<file path="src/rtl/dma_reuse_pkg.sv">
package dma_reuse_pkg;

    typedef enum logic [1:0] {
        DEC_IDLE    = 2'd0,
        DEC_ERR     = 2'd1,
        DEC_PROCEED = 2'd2,
        DEC_FETCH   = 2'd3
    } decision_e;

    localparam logic [1:0] MODE_NORMAL = 2'b00;
    localparam int         CTRL_EP_CNT = 2;

endpackage

</file>
<file path="src/rtl/dr_decision.sv">
module dr_decision
    import dma_reuse_pkg::*;
#(
    parameter int EP_CNT = 32,
    parameter int EP_W   = $clog2(EP_CNT)
) (
    input  logic              trig_valid,
    input  logic [EP_W-1:0]   trig_ep,
    input  logic [EP_CNT-1:0] dma_en,
    input  logic              live_eff,
    input  logic [EP_W-1:0]   last_ep,
    output decision_e         decision
);
    logic ep_is_ctrl;
    logic ep_enabled;

    always_comb begin
        ep_is_ctrl = (int'(trig_ep) < CTRL_EP_CNT);
        ep_enabled = 1'b0;
        if (int'(trig_ep) < EP_CNT) begin
            ep_enabled = dma_en[trig_ep];
        end
        decision = DEC_IDLE;
        if (trig_valid) begin
            if (ep_is_ctrl) begin
                decision = DEC_ERR;
            end else if (ep_enabled) begin
                if (live_eff && (trig_ep == last_ep)) begin
                    decision = DEC_PROCEED;
                end else begin
                    decision = DEC_FETCH;
                end
            end
        end
    end

endmodule

</file>
<file path="src/rtl/dr_count_next.sv">
module dr_count_next
    import dma_reuse_pkg::*;
#(
    parameter int CNT_W = 16,
    parameter int BC_W  = 11
) (
    input  logic [CNT_W-1:0] count_q,
    input  logic             clear,
    input  logic             pkt_done,
    input  logic             live,
    input  logic             iso,
    input  logic [1:0]       mode,
    input  logic [BC_W-1:0]  pkt_bytes,
    output logic [CNT_W-1:0] count_d
);
    localparam int SUM_W = CNT_W + 1;

    logic [SUM_W-1:0] incr;
    logic [SUM_W-1:0] sum;

    always_comb begin
        incr = '0;
        if (iso) begin
            incr = SUM_W'(1);
        end else if (mode == MODE_NORMAL) begin
            incr = SUM_W'(pkt_bytes);
        end
        sum = {1'b0, count_q} + incr;

        count_d = count_q;
        if (clear) begin
            count_d = '0;
        end else if (pkt_done && live) begin
            if (sum[CNT_W]) begin
                count_d = '1;
            end else begin
                count_d = sum[CNT_W-1:0];
            end
        end
    end

endmodule

</file>
<file path="src/rtl/dma_desc_reuse_ctrl.sv">
module dma_desc_reuse_ctrl
    import dma_reuse_pkg::*;
#(
    parameter int EP_CNT = 32,
    parameter int CNT_W  = 16,
    parameter int BC_W   = 11,
    parameter int EP_W   = $clog2(EP_CNT)
) (
    input  logic              clk,
    input  logic              rst_n,
    input  logic              trig_valid,
    input  logic [EP_W-1:0]   trig_ep,
    input  logic              trig_iso,
    input  logic [EP_CNT-1:0] dma_en,
    input  logic              desc_retired,
    input  logic [1:0]        desc_mode,
    input  logic              pkt_done,
    input  logic [BC_W-1:0]   pkt_bytes,
    output logic              fetch_req,
    output logic [EP_W-1:0]   fetch_ep,
    output logic              proceed,
    output logic              ep_err,
    output logic [CNT_W-1:0]  present_count
);
    typedef struct packed {
        logic             live;
        logic [EP_W-1:0]  last_ep;
        logic             iso;
        logic [CNT_W-1:0] count;
        logic             fetch;
        logic             proc;
        logic             err;
    } state_t;

    state_t    st_d, st_q;
    decision_e dec;
    logic      live_eff;
    logic [CNT_W-1:0] count_nx;

    assign live_eff = st_q.live & ~desc_retired;

    dr_decision #(
        .EP_CNT (EP_CNT),
        .EP_W   (EP_W)
    ) u_decision (
        .trig_valid (trig_valid),
        .trig_ep    (trig_ep),
        .dma_en     (dma_en),
        .live_eff   (live_eff),
        .last_ep    (st_q.last_ep),
        .decision   (dec)
    );

    dr_count_next #(
        .CNT_W (CNT_W),
        .BC_W  (BC_W)
    ) u_count (
        .count_q   (st_q.count),
        .clear     (dec == DEC_FETCH),
        .pkt_done  (pkt_done),
        .live      (st_q.live),
        .iso       (st_q.iso),
        .mode      (desc_mode),
        .pkt_bytes (pkt_bytes),
        .count_d   (count_nx)
    );

    always_comb begin
        st_d       = st_q;
        st_d.live  = live_eff;
        st_d.count = count_nx;
        st_d.fetch = 1'b0;
        st_d.proc  = 1'b0;
        st_d.err   = 1'b0;
        unique case (dec)
            DEC_ERR:     st_d.err  = 1'b1;
            DEC_PROCEED: st_d.proc = 1'b1;
            DEC_FETCH: begin
                st_d.fetch   = 1'b1;
                st_d.live    = 1'b1;
                st_d.last_ep = trig_ep;
                st_d.iso     = trig_iso;
            end
            default: ;
        endcase
    end

    always_ff @(posedge clk) begin
        if (!rst_n) begin
            st_q <= '0;
        end else begin
            st_q <= st_d;
        end
    end

    assign fetch_req     = st_q.fetch;
    assign fetch_ep      = st_q.last_ep;
    assign proceed       = st_q.proc;
    assign ep_err        = st_q.err;
    assign present_count = st_q.count;

    a_r5_fetch_excludes_proceed: assert property (@(posedge clk) disable iff (!rst_n)
        !(fetch_req && proceed));

    a_r2_err_alone: assert property (@(posedge clk) disable iff (!rst_n)
        ep_err |-> (!fetch_req && !proceed));

    a_r2_ctrl_ep_no_fetch: assert property (@(posedge clk) disable iff (!rst_n)
        (trig_valid && int'(trig_ep) < CTRL_EP_CNT) |=> (ep_err && !fetch_req));

    a_r3_disabled_quiet: assert property (@(posedge clk) disable iff (!rst_n)
        (trig_valid && int'(trig_ep) >= CTRL_EP_CNT && int'(trig_ep) < EP_CNT && !dma_en[trig_ep])
        |=> (!fetch_req && !proceed && !ep_err));

    a_r4_proceed_needs_live: assert property (@(posedge clk) disable iff (!rst_n)
        proceed |-> st_q.live);

    a_r7_fetch_zero_count: assert property (@(posedge clk) disable iff (!rst_n)
        fetch_req |-> (present_count == '0));

    a_r11_no_overflow: assert property (@(posedge clk) disable iff (!rst_n)
        !fetch_req |-> (present_count >= $past(present_count)));

    a_r12_idle_count_stable: assert property (@(posedge clk) disable iff (!rst_n)
        (!st_q.live && !trig_valid) |=> $stable(present_count));

endmodule

</file>
<file path="config.mk">
export PLATFORM = sky130hd
export DESIGN_NAME = dma_desc_reuse_ctrl
export DESIGN_NICKNAME = d
export VERILOG_FILES = /design/src/rtl/dma_reuse_pkg.sv /design/src/rtl/dr_decision.sv /design/src/rtl/dr_count_next.sv /design/src/rtl/dma_desc_reuse_ctrl.sv
export SDC_FILE = /design/constraint.sdc
export NUM_CORES = 1
export LEC_CHECK = 0
export BUFFER_PORTS_ARGS = -buffer_cell sky130_fd_sc_hd__buf_2
export CAP_MARGIN = 20
export CORE_UTILIZATION = 35
export CTS_BUF_LIST = sky130_fd_sc_hd__clkbuf_4 sky130_fd_sc_hd__clkbuf_8
export CTS_CLUSTER_DIAMETER = 200
export CTS_CLUSTER_SIZE = 8
export DETAILED_ROUTE_END_ITERATION = 7
export PLACE_DENSITY_LB_ADDON = 0.05
export SKIP_LAST_GASP = 1
export SLEW_MARGIN = 25
export SYNTH_ARGS = -nofsm -noshare
export SYNTH_HDL_FRONTEND = slang
export SYNTH_SLANG_ARGS = --single-unit
export TNS_END_PERCENT = 20
</file>
<file path="constraint.sdc">
create_clock -name clk -period 3.9 [get_ports clk]
set_clock_uncertainty 0.2 [all_clocks]
set_input_delay 0.78 -clock clk [delete_from_list [all_inputs] [get_ports clk]]
set_output_delay 0.78 -clock clk [all_outputs]
set_load 0.05 [all_outputs]
</file>
* Word level (Yosys, flattened, before mapping)
Index checks and enable logic that the tools add are counted.
** Storage, ports and cells
- Register bits :: 26
- Input bits :: 56
- Output and inout port bits :: 24
- Logic and storage cells :: 34
** Operators by class
- Add/subtract/negate cells :: 1
- $lt $le $gt $ge :: 2
- Equality and inequality tests :: 4
- Multiplexer cells :: 13
- Bitwise operators :: 3
- Reduce and logical (&&, ||, !) cells :: 4
** Operators with widths (count)
- adder 16 x 17 -> 17 bit :: 1
- two-way mux 17 bit :: 1
- two-way mux 16 bit :: 1
- two-way mux 11 bit :: 1
- two-way mux 7 bit :: 1
- less-than comparator 5 x 6 -> 1 bit (second input constant) :: 1
- two-way mux 2 bit :: 3
- binary-select mux 1 bit (select 5 bit) :: 1
- == test 5 bit :: 1
- less-than comparator 5 x 2 -> 1 bit (second input constant) :: 1
- two-way mux 1 bit :: 5
- == test 2 bit (second input constant) :: 2
- == test 2 x 1 -> 1 bit (second input constant) :: 1
- logical AND 1 bit :: 2
- zero test 2 bit :: 1
- inverter 1 bit :: 2
- OR reduction 2 bit :: 1
- bitwise AND 1 bit :: 1

* Logic depth before layout (Yosys ltp)
Gate-level depths: netlist of run 1.
- Word-level depth :: 9
- Mapped depth :: 10

* Hierarchy
From an unflattened synthesis of run 1, not the netlist that was laid out.
** Unflattened totals
- Cell total of the unflattened synthesis :: 271
- Area, all modules :: 2257.2 um2
** By module, submodules not included
- dma_desc_reuse_ctrl :: times used 1, cells an instance 94, area an instance 955.9 um2, sequential area each 520.5 um2
- dr_count_next :: times used 1, cells an instance 134, area an instance 874.6 um2, sequential area each 0.0 um2
- dr_decision :: times used 1, cells an instance 43, area an instance 426.7 um2, sequential area each 0.0 um2

* Worst setup path after synthesis of run 1
Ideal clock, no wire load.
- Path kind :: input-to-reg
- From :: input port desc_mode[1]
- To :: register st_q (netlist bit present_count[13])
- Setup time :: 0.074 ns
- Data arrival time :: 2.960 ns
- Required time :: 3.626 ns
- Setup slack :: 0.666 ns
- Stages :: 9
- Buffers on the path :: 0
- Path through :: nor3_1 > and2_1 > ha_1 > a21o_1 > a211oi_1 > a21oi_1 > a32o_1 > a31o_2 > a31oi_1
** Between the ends
- Cells in the longest elaborated chain, start to end :: 5
** RTL lines
- start, declared :: line dma_desc_reuse_ctrl.sv:16 : input logic [1:0] desc_mode,
- zero test 2 bit :: line dr_count_next.sv:25 : end else if (mode == MODE_NORMAL) begin
- two-way mux 11 bit :: line dr_count_next.sv:25
- two-way mux 17 bit :: line dr_count_next.sv:23 : if (iso) begin
- adder 16 x 17 -> 17 bit :: line dr_count_next.sv:28 : sum = {1'b0, count_q} + incr;
- two-way mux 16 bit :: line dr_count_next.sv:34 : if (sum[CNT_W]) begin
- end signal, assigned :: line dma_desc_reuse_ctrl.sv:92 : st_q <= st_d;
- end, declared :: line dma_desc_reuse_ctrl.sv:35 : state_t st_d, st_q;
Every way passes these cells.
A chain may end at the register's enable or synchronous reset.

* Worst setup path after layout of run 1
Same ends and word-level chain as after synthesis.

==> summary.md, run 1 <==
| Metric | Value |
|---|---|
| Post-DRT Antenna Nets | 0 |
| Initial antenna violation count | 0 |
| Count of mapped cells out of synthesis | 232 |
| RePlAce Congestion | 0.7709 |
| Worst hold path class | reg -> reg |
| Dominant cells by area after synthesis | dfxtp_1 (27%), ha_1 (7.0%), mux4_2 (4.6%) |
| Vias per cell | 5.257 |
| Critical path class | in -> reg |
| Post-synth top cells | dfxtp_1 (26), nand2_1 (20), a21oi_1 (15) |
| CTS Root Cell | clkbuf_8 |
| Clk_lat worst skew | 0.28 ns |
| PwrDens | 280.8 nW/um^2 |
| Gr usage total | 0.1801 |
| Critical path fanouts, max | 10 |
| Final Non-Filler Cells | 374 |
| Synthesis-stage register bit count | 26 |
| Initial DRC Count | 55 |
| Share of cells above drive strength 1 | 0.3224 |
| Synth Cell Area | 1957 um^2 |
| Area leader, netlist | dfxtp_1 |
| Area Growth Syn to Fin | 25.38% |
| Fin Setup TNS | 0 ns |
| CP Data Arrival Time | 3.16 ns |
| Fin crit period | 3.154 ns |
| Row cnt | 26 |
| Peak VDD IR | 159.6 uV |
| Final hold vios | 0 |
| EDFF count, synth | 0 |
| First-pass GRT wire length | 8480 um |
| Async SR Flop Fraction | 0 |
| 1st-pass router iterations | 4 |
| I/O pins | 80 |
| Post-Syn Area per Cell | 8.435 um^2 |
| Max-cap viol count | 0 |
| DRC Markers | 0 |
| Leakage Power | 1.163 nW |
| Post-CTS Setup Repair Bufs | 0 |
| Dpl cells | 370 |
| TritonCTS clock tree | built |
| Wire per inst | 13.59 um |
| Post-synthesis sequential area ratio | 0.2660 |
| Final setup vio count | 0 |
| Combinational family with the most area after synthesis | simple AND/OR/NAND/NOR gates |
| Hold-fix buffers, CTS | 0 |
| Largest net degree at the start of global routing | 17 |
| Outcome | completed |
| Die span in y | 76.78 um |
| Chip Width | 76.78 um |
| Final #Nets | 373 |
| Post-CTS sizing | 0 |
| H-tree depth | 1 |
| Vias | 1966 |
| Post-synthesis mux area share | 0.1017 |
| Slew headroom | 0.5843 |
| Share of the synthesized area in the top cell type | 0.2660 |
| RSZ-0062 raised after global routing | false |
| Warnings from Yosys | 0 |
| Most frequent cell after synthesis | dfxtp_1 |
| Startpoint type of the worst setup path | primary input |
| Vias in the first global route | 1829 |
| Xor/xnor cell area share of the yosys netlist | 0.04923 |
| Clock buffer depth | 2 |
| Simple-gate share of the synthesized area | 0.2302 |
| Die area | 5894 um^2 |
| Core footprint | 5238 um^2 |
| Unique masters post-synth | 50 |
| Synth Flop Type | dfxtp_1 |
| Synth Area in Compound Gates | 0.2276 |
| CP required | 3.91 ns |
| Post-synthesis adder-cell area fraction | 0.08056 |
| Initial Utilization | 0.3736 |
| Net Count, Synth | 300 |
| Final wirelength | 5083 um |
| Achievable Freq | 317.1 MHz |
| Clock transition at the registers of the reported paths | 0.10 ns |
| Slew @ Worst Pin | 0.6223 ns |
| Final critical-path share of the clock period | 0.8087 |
| Port-buffer cells | 79 |
| Final-report max-slew violation count | 0 |
| Dpl hpwl | 3893 um |
| Ant diodes | 0 |
| TritonCTS buffer count | 3 |
| Gr ovfl total | 0 |
| CP Capture Type | register |
| CTS Sinks | 26 |
-- final cells by class --
class | instances | area, um^2
fill | 552 | 2784
multi-input combinational | 188 | 1349
sequential | 26 | 520.5
timing repair buffer | 80 | 402.9
tap | 70 | 87.58
clock buffer | 3 | 41.29
clock inverter | 1 | 30.03
inverter | 6 | 22.52
-- flip-flops by register name, indices dropped and copies added (netlist names) --
name / cells
present_count: 16
fetch_ep: 5
st_q: 2
ep_err: 1
fetch_req: 1
proceed: 1
-- path summary, 6_finish.rpt --
path | end | slack (ns) | start | depth (start not counted)
worst min register to register | fetch_ep[2]$_SDFFE_PN0P_ | 0.31 | fetch_ep[2]$_SDFFE_PN0P_ | 2
worst max register to register | present_count[9]$_SDFFE_PP0P_ | 0.99 | st_q[19]$_SDFFE_PN0P_ | 10
worst max-delay path | present_count[13]$_SDFFE_PP0P_ | 0.75 | desc_mode[1] | 11
worst min-delay path | fetch_ep[2]$_SDFFE_PN0P_ | 0.31 | fetch_ep[2]$_SDFFE_PN0P_ | 2
-- where the power goes --
part           internal, mW  switching (mW)
clock                 0.138          0.0960
combinational        0.0719           0.100
sequential            0.275         0.00793
total                 0.485           0.204
-- layer usage --
| layer | vias up | global-route usage | share of wire | wire, um |
|---|---|---|---|---|
| li1 | 1015 | - | - | - |
| met1 | 887 | 0.2269 | 0.47 | 2367 |
| met2 | 60 | 0.3098 | 0.48 | 2431 |
| met3 | 4 | 0.03333 | 0.046 | 232 |
| met4 | 0 | 0.05192 | 0.010 | 52 |
| met5 | - | 0 | 0 | 0 |
-- cells in the final DEF (no fill, tap or decap), types with 7 or more instances in the layout --
cell	synthesis	layout
nand3_1	13	13
o21ai_0	11	11
nand2_1	20	20
nor3_1	8	8
and2_1	11	11
ha_1	11	11
nor2_1	14	14
a21oi_1	15	15
and3_1	8	8
a31oi_1	7	7
dfxtp_1	26	26
buf_2	3	79
-- cell families after synthesis --
logic type / Yosys count
adder cells (fa/ha/maj): 12
XOR/XNOR: 11
buffers and inverters: 18
flip-flops: 26
multiplexers: 11
AO/OA/AOI/OAI: 67
AND/OR/NAND/NOR: 87
-- metrics by stage --
stage	instance area, um^2	power (mW)	setup slack, ns	hold slack (ns)	util
floorplan	1957	0.4115	0.6659	0.2634	-
global placement	2382	0.4624	0.4377	0.2829	0.4548
detailed placement	2382	0.4625	0.4554	0.2936	0.4548
CTS	2454	0.6953	0.7313	0.3059	0.4685
global route	2454	0.7239	0.3868	0.3405	0.4685
finish	2454	0.6890	0.7459	0.3053	0.4685
-- worst max-delay path, stage by stage --
cell and delay [ns]:
buf_2 0.11, nor3_1 0.16, buf_4 0.19, and2_1 0.14, ha_1 0.27, a21o_1 0.21, a211oi_1 0.36, a21oi_1 0.16
a32o_1 0.36, a31o_2 0.27, a31oi_1 0.15
(Power assumes the default switching activity.)
==> run 2: changes to the inputs <==
==> constraint.sdc (replaced) <==
create_clock -name clk -period 2.78 [get_ports clk]
set_clock_uncertainty 0.2 [all_clocks]
set_input_delay 0.556 -clock clk [delete_from_list [all_inputs] [get_ports clk]]
set_output_delay 0.556 -clock clk [all_outputs]
set_load 0.05 [all_outputs]
==> summary.md, run 2 (synthesis results as in run 1) <==
| Metric | Value |
|---|---|
| Outcome | completed |
| Design Power | 1.000 mW (+45%) |
| Final wirelength | 5255 um (+3.4%) |
| Slew @ Worst Pin | 0.5447 ns (-0.07756 ns) |
| DRC Markers | 0 (unchanged) |
| R2r startpoint | st_q[19]$_SDFFE_PN0P_ |
| Share of cells above drive strength 1 | 0.4072 (+0.08482) |
| PwrDens | 366.1 nW/um^2 (+30%) |
| Hold EP | st_q[19]$_SDFFE_PN0P_ |
| WHS Path Cells | 3 (+1) |
| Largest net degree at the start of global routing | 17 (unchanged) |
| TritonCTS clock tree | built |
| Fin Setup TNS | 0 ns (unchanged) |
| Row cnt | 26 (unchanged) |
| 1st-pass router iterations | 4 (unchanged) |
| Reg-to-reg setup timing slack | 0.15 ns (-0.84 ns) |
| Vias in the first global route | 1948 (+6.5%) |
| FILL cells | 522 (-5.4%) |
| CP required | 2.75 ns (-1.16 ns) |
| Clock buffer depth | 2 (unchanged) |
| Worst hold path class | in -> reg |
| Placed cell area | 2616 um^2 (+9.8%) |
| Dpl hpwl | 4185 um (+7.5%) |
| Multi-input gate area | 1399 um^2 (+3.7%) |
| Final critical-path share of the clock period | 0.9761 |
| Critical path class | in -> reg |
| Ant diodes | 0 (unchanged) |
| Slew headroom | 0.6369 (+0.05256) |
| Post-route cell area | 2733 um^2 (+11%) |
| RePlAce Congestion | 0.7765 (+0.73%) |
| Achievable Freq | 368.5 MHz |
| Post-DRT Antenna Nets | 0 (unchanged) |
| Reg2reg path depth | 9 (-1) |
| Gr usage total | 0.1838 (+0.003696) |
| Chip Width | 76.78 um (unchanged) |
| Reg2reg end | present_count[8]$_SDFFE_PP0P_ |
| Initial antenna violation count | 0 (unchanged) |
| CP Data Arrival Time | 2.69 ns (-0.47 ns) |
| I/O pins | 80 (unchanged) |
| Peak VDD IR | 325.6 uV (+100%) |
| Area Growth Syn to Fin | 39.64% |
| Wire per inst | 13.01 um (-4.3%) |
| Startpoint type of the worst setup path | primary input |
| Leakage Power | 1.325 nW (+14%) |
| Final setup vio count | 0 (unchanged) |
| Hold path startpoint | trig_iso |
| Gr ovfl total | 0 (unchanged) |
| Fin crit period | 2.714 ns |
| First-pass GRT wire length | 8894 um (+4.9%) |
| RSZ-0062 raised after global routing | true |
| Final-report max-slew violation count | 0 (unchanged) |
| Storage cell area | 520.5 um^2 (unchanged) |
| CTS Sinks | 26 (unchanged) |
| Final #Nets | 403 (+8.0%) |
| Max-cap viol count | 0 (unchanged) |
| Final hold vios | 0 (unchanged) |
| Initial Utilization | 0.3736 (unchanged) |
| Commonest cells after routing, fill and taps aside | buf_2 (79), buf_4 (30), dfxtp_1 (26), nand2_1 (20) |
| Clk_lat worst skew | 0.28 ns (about the same) |
| Leading cell type in the layout, fill and taps excluded | buf_2 |
| H-tree depth | 1 (unchanged) |
| Die area | 5894 um^2 (unchanged) |
| Vias per cell | 5.106 (-2.9%) |
| CP Capture Type | register |
| Initial DRC Count | 73 (+33%) |
| Die span in y | 76.78 um (unchanged) |
| Core footprint | 5238 um^2 (unchanged) |
| Critical path fanouts, max | 2 (-8) |
| CTS Root Cell | clkbuf_8 |
| Vias | 2063 (+4.9%) |
| Clock transition at the registers of the reported paths | 0.11 ns (about the same) |
| Max reg flops | 16 (unchanged) |
| TritonCTS buffer count | 3 (unchanged) |
| Port-buffer cells | 79 (unchanged) |
| Hold-fix buffers, CTS | 0 (unchanged) |
run 2: worst max-delay path by stage:
stage	from	endpoint	cells after the start
2_1_floorplan	desc_mode[1]	present_count[9]$_SDFFE_PP0P_	10
4_1_cts	desc_mode[1]	present_count[9]$_SDFFE_PP0P_	11
3_3_place_gp	desc_mode[1]	present_count[15]$_SDFFE_PP0P_	11
5_1_grt	desc_mode[1]	present_count[8]$_SDFFE_PP0P_	11
6_report	desc_mode[1]	present_count[8]$_SDFFE_PP0P_	11
3_5_place_dp	desc_mode[1]	present_count[13]$_SDFFE_PP0P_	11
run 2: repair_timing:
action | CTS | global route
buffers inserted | 0 | 1
endpoints found under the setup margin | 15 | 16
gates resized for setup | 3 | 8
endpoints found under the hold margin | 0 | 0
pin swaps | 0 | 2
run 2: layer usage:
layer / track usage / up-vias / routed length, um
li1: - / 1074 / -
met1: 0.2365 / 938 / 2464
met2: 0.3196 / 47 / 2528
met3: 0.02500 / 4 / 206
met4: 0.04808 / 0 / 55
met5: 0 / - / 0
run 2: worst max-delay path, stage by stage:
cell and delay (ns):
buf_2 0.11, nor2_1 0.05, a21o_1 0.18, ha_1 0.20, fa_1 0.39, a211oi_1 0.38, o21ai_1 0.16, o21ai_1 0.13
mux2_2 0.35, o22ai_1 0.11, nor2_1 0.05
run 2: layout make-up:
class	instances	area share
multi-input cells	188	0.5119
flip-flops and latches	26	0.1905
well taps	70	0.03205
clock inverters	1	0.01099
clock buffers	3	0.01511
inverters	6	0.008242
repair buffers	110	0.2312
run 2: stage by stage:
stage	utilization	cells	worst slack, ns	hold slack (ns)
CTS	0.5141	403	-0.02566	0.3102
detailed placement	0.4995	399	-0.3750	0.3022
floorplan	-	232	0.01465	0.2764
global route	0.5217	404	-0.06332	0.3307
finish	0.5217	404	0.06648	0.3083
global placement	0.4995	399	-0.3606	0.2823
run 2: power breakdown:
part / switching, mW / internal (mW)
clock network: 0.134 / 0.193
logic: 0.148 / 0.127
registers: 0.0123 / 0.386
total: 0.294 / 0.706
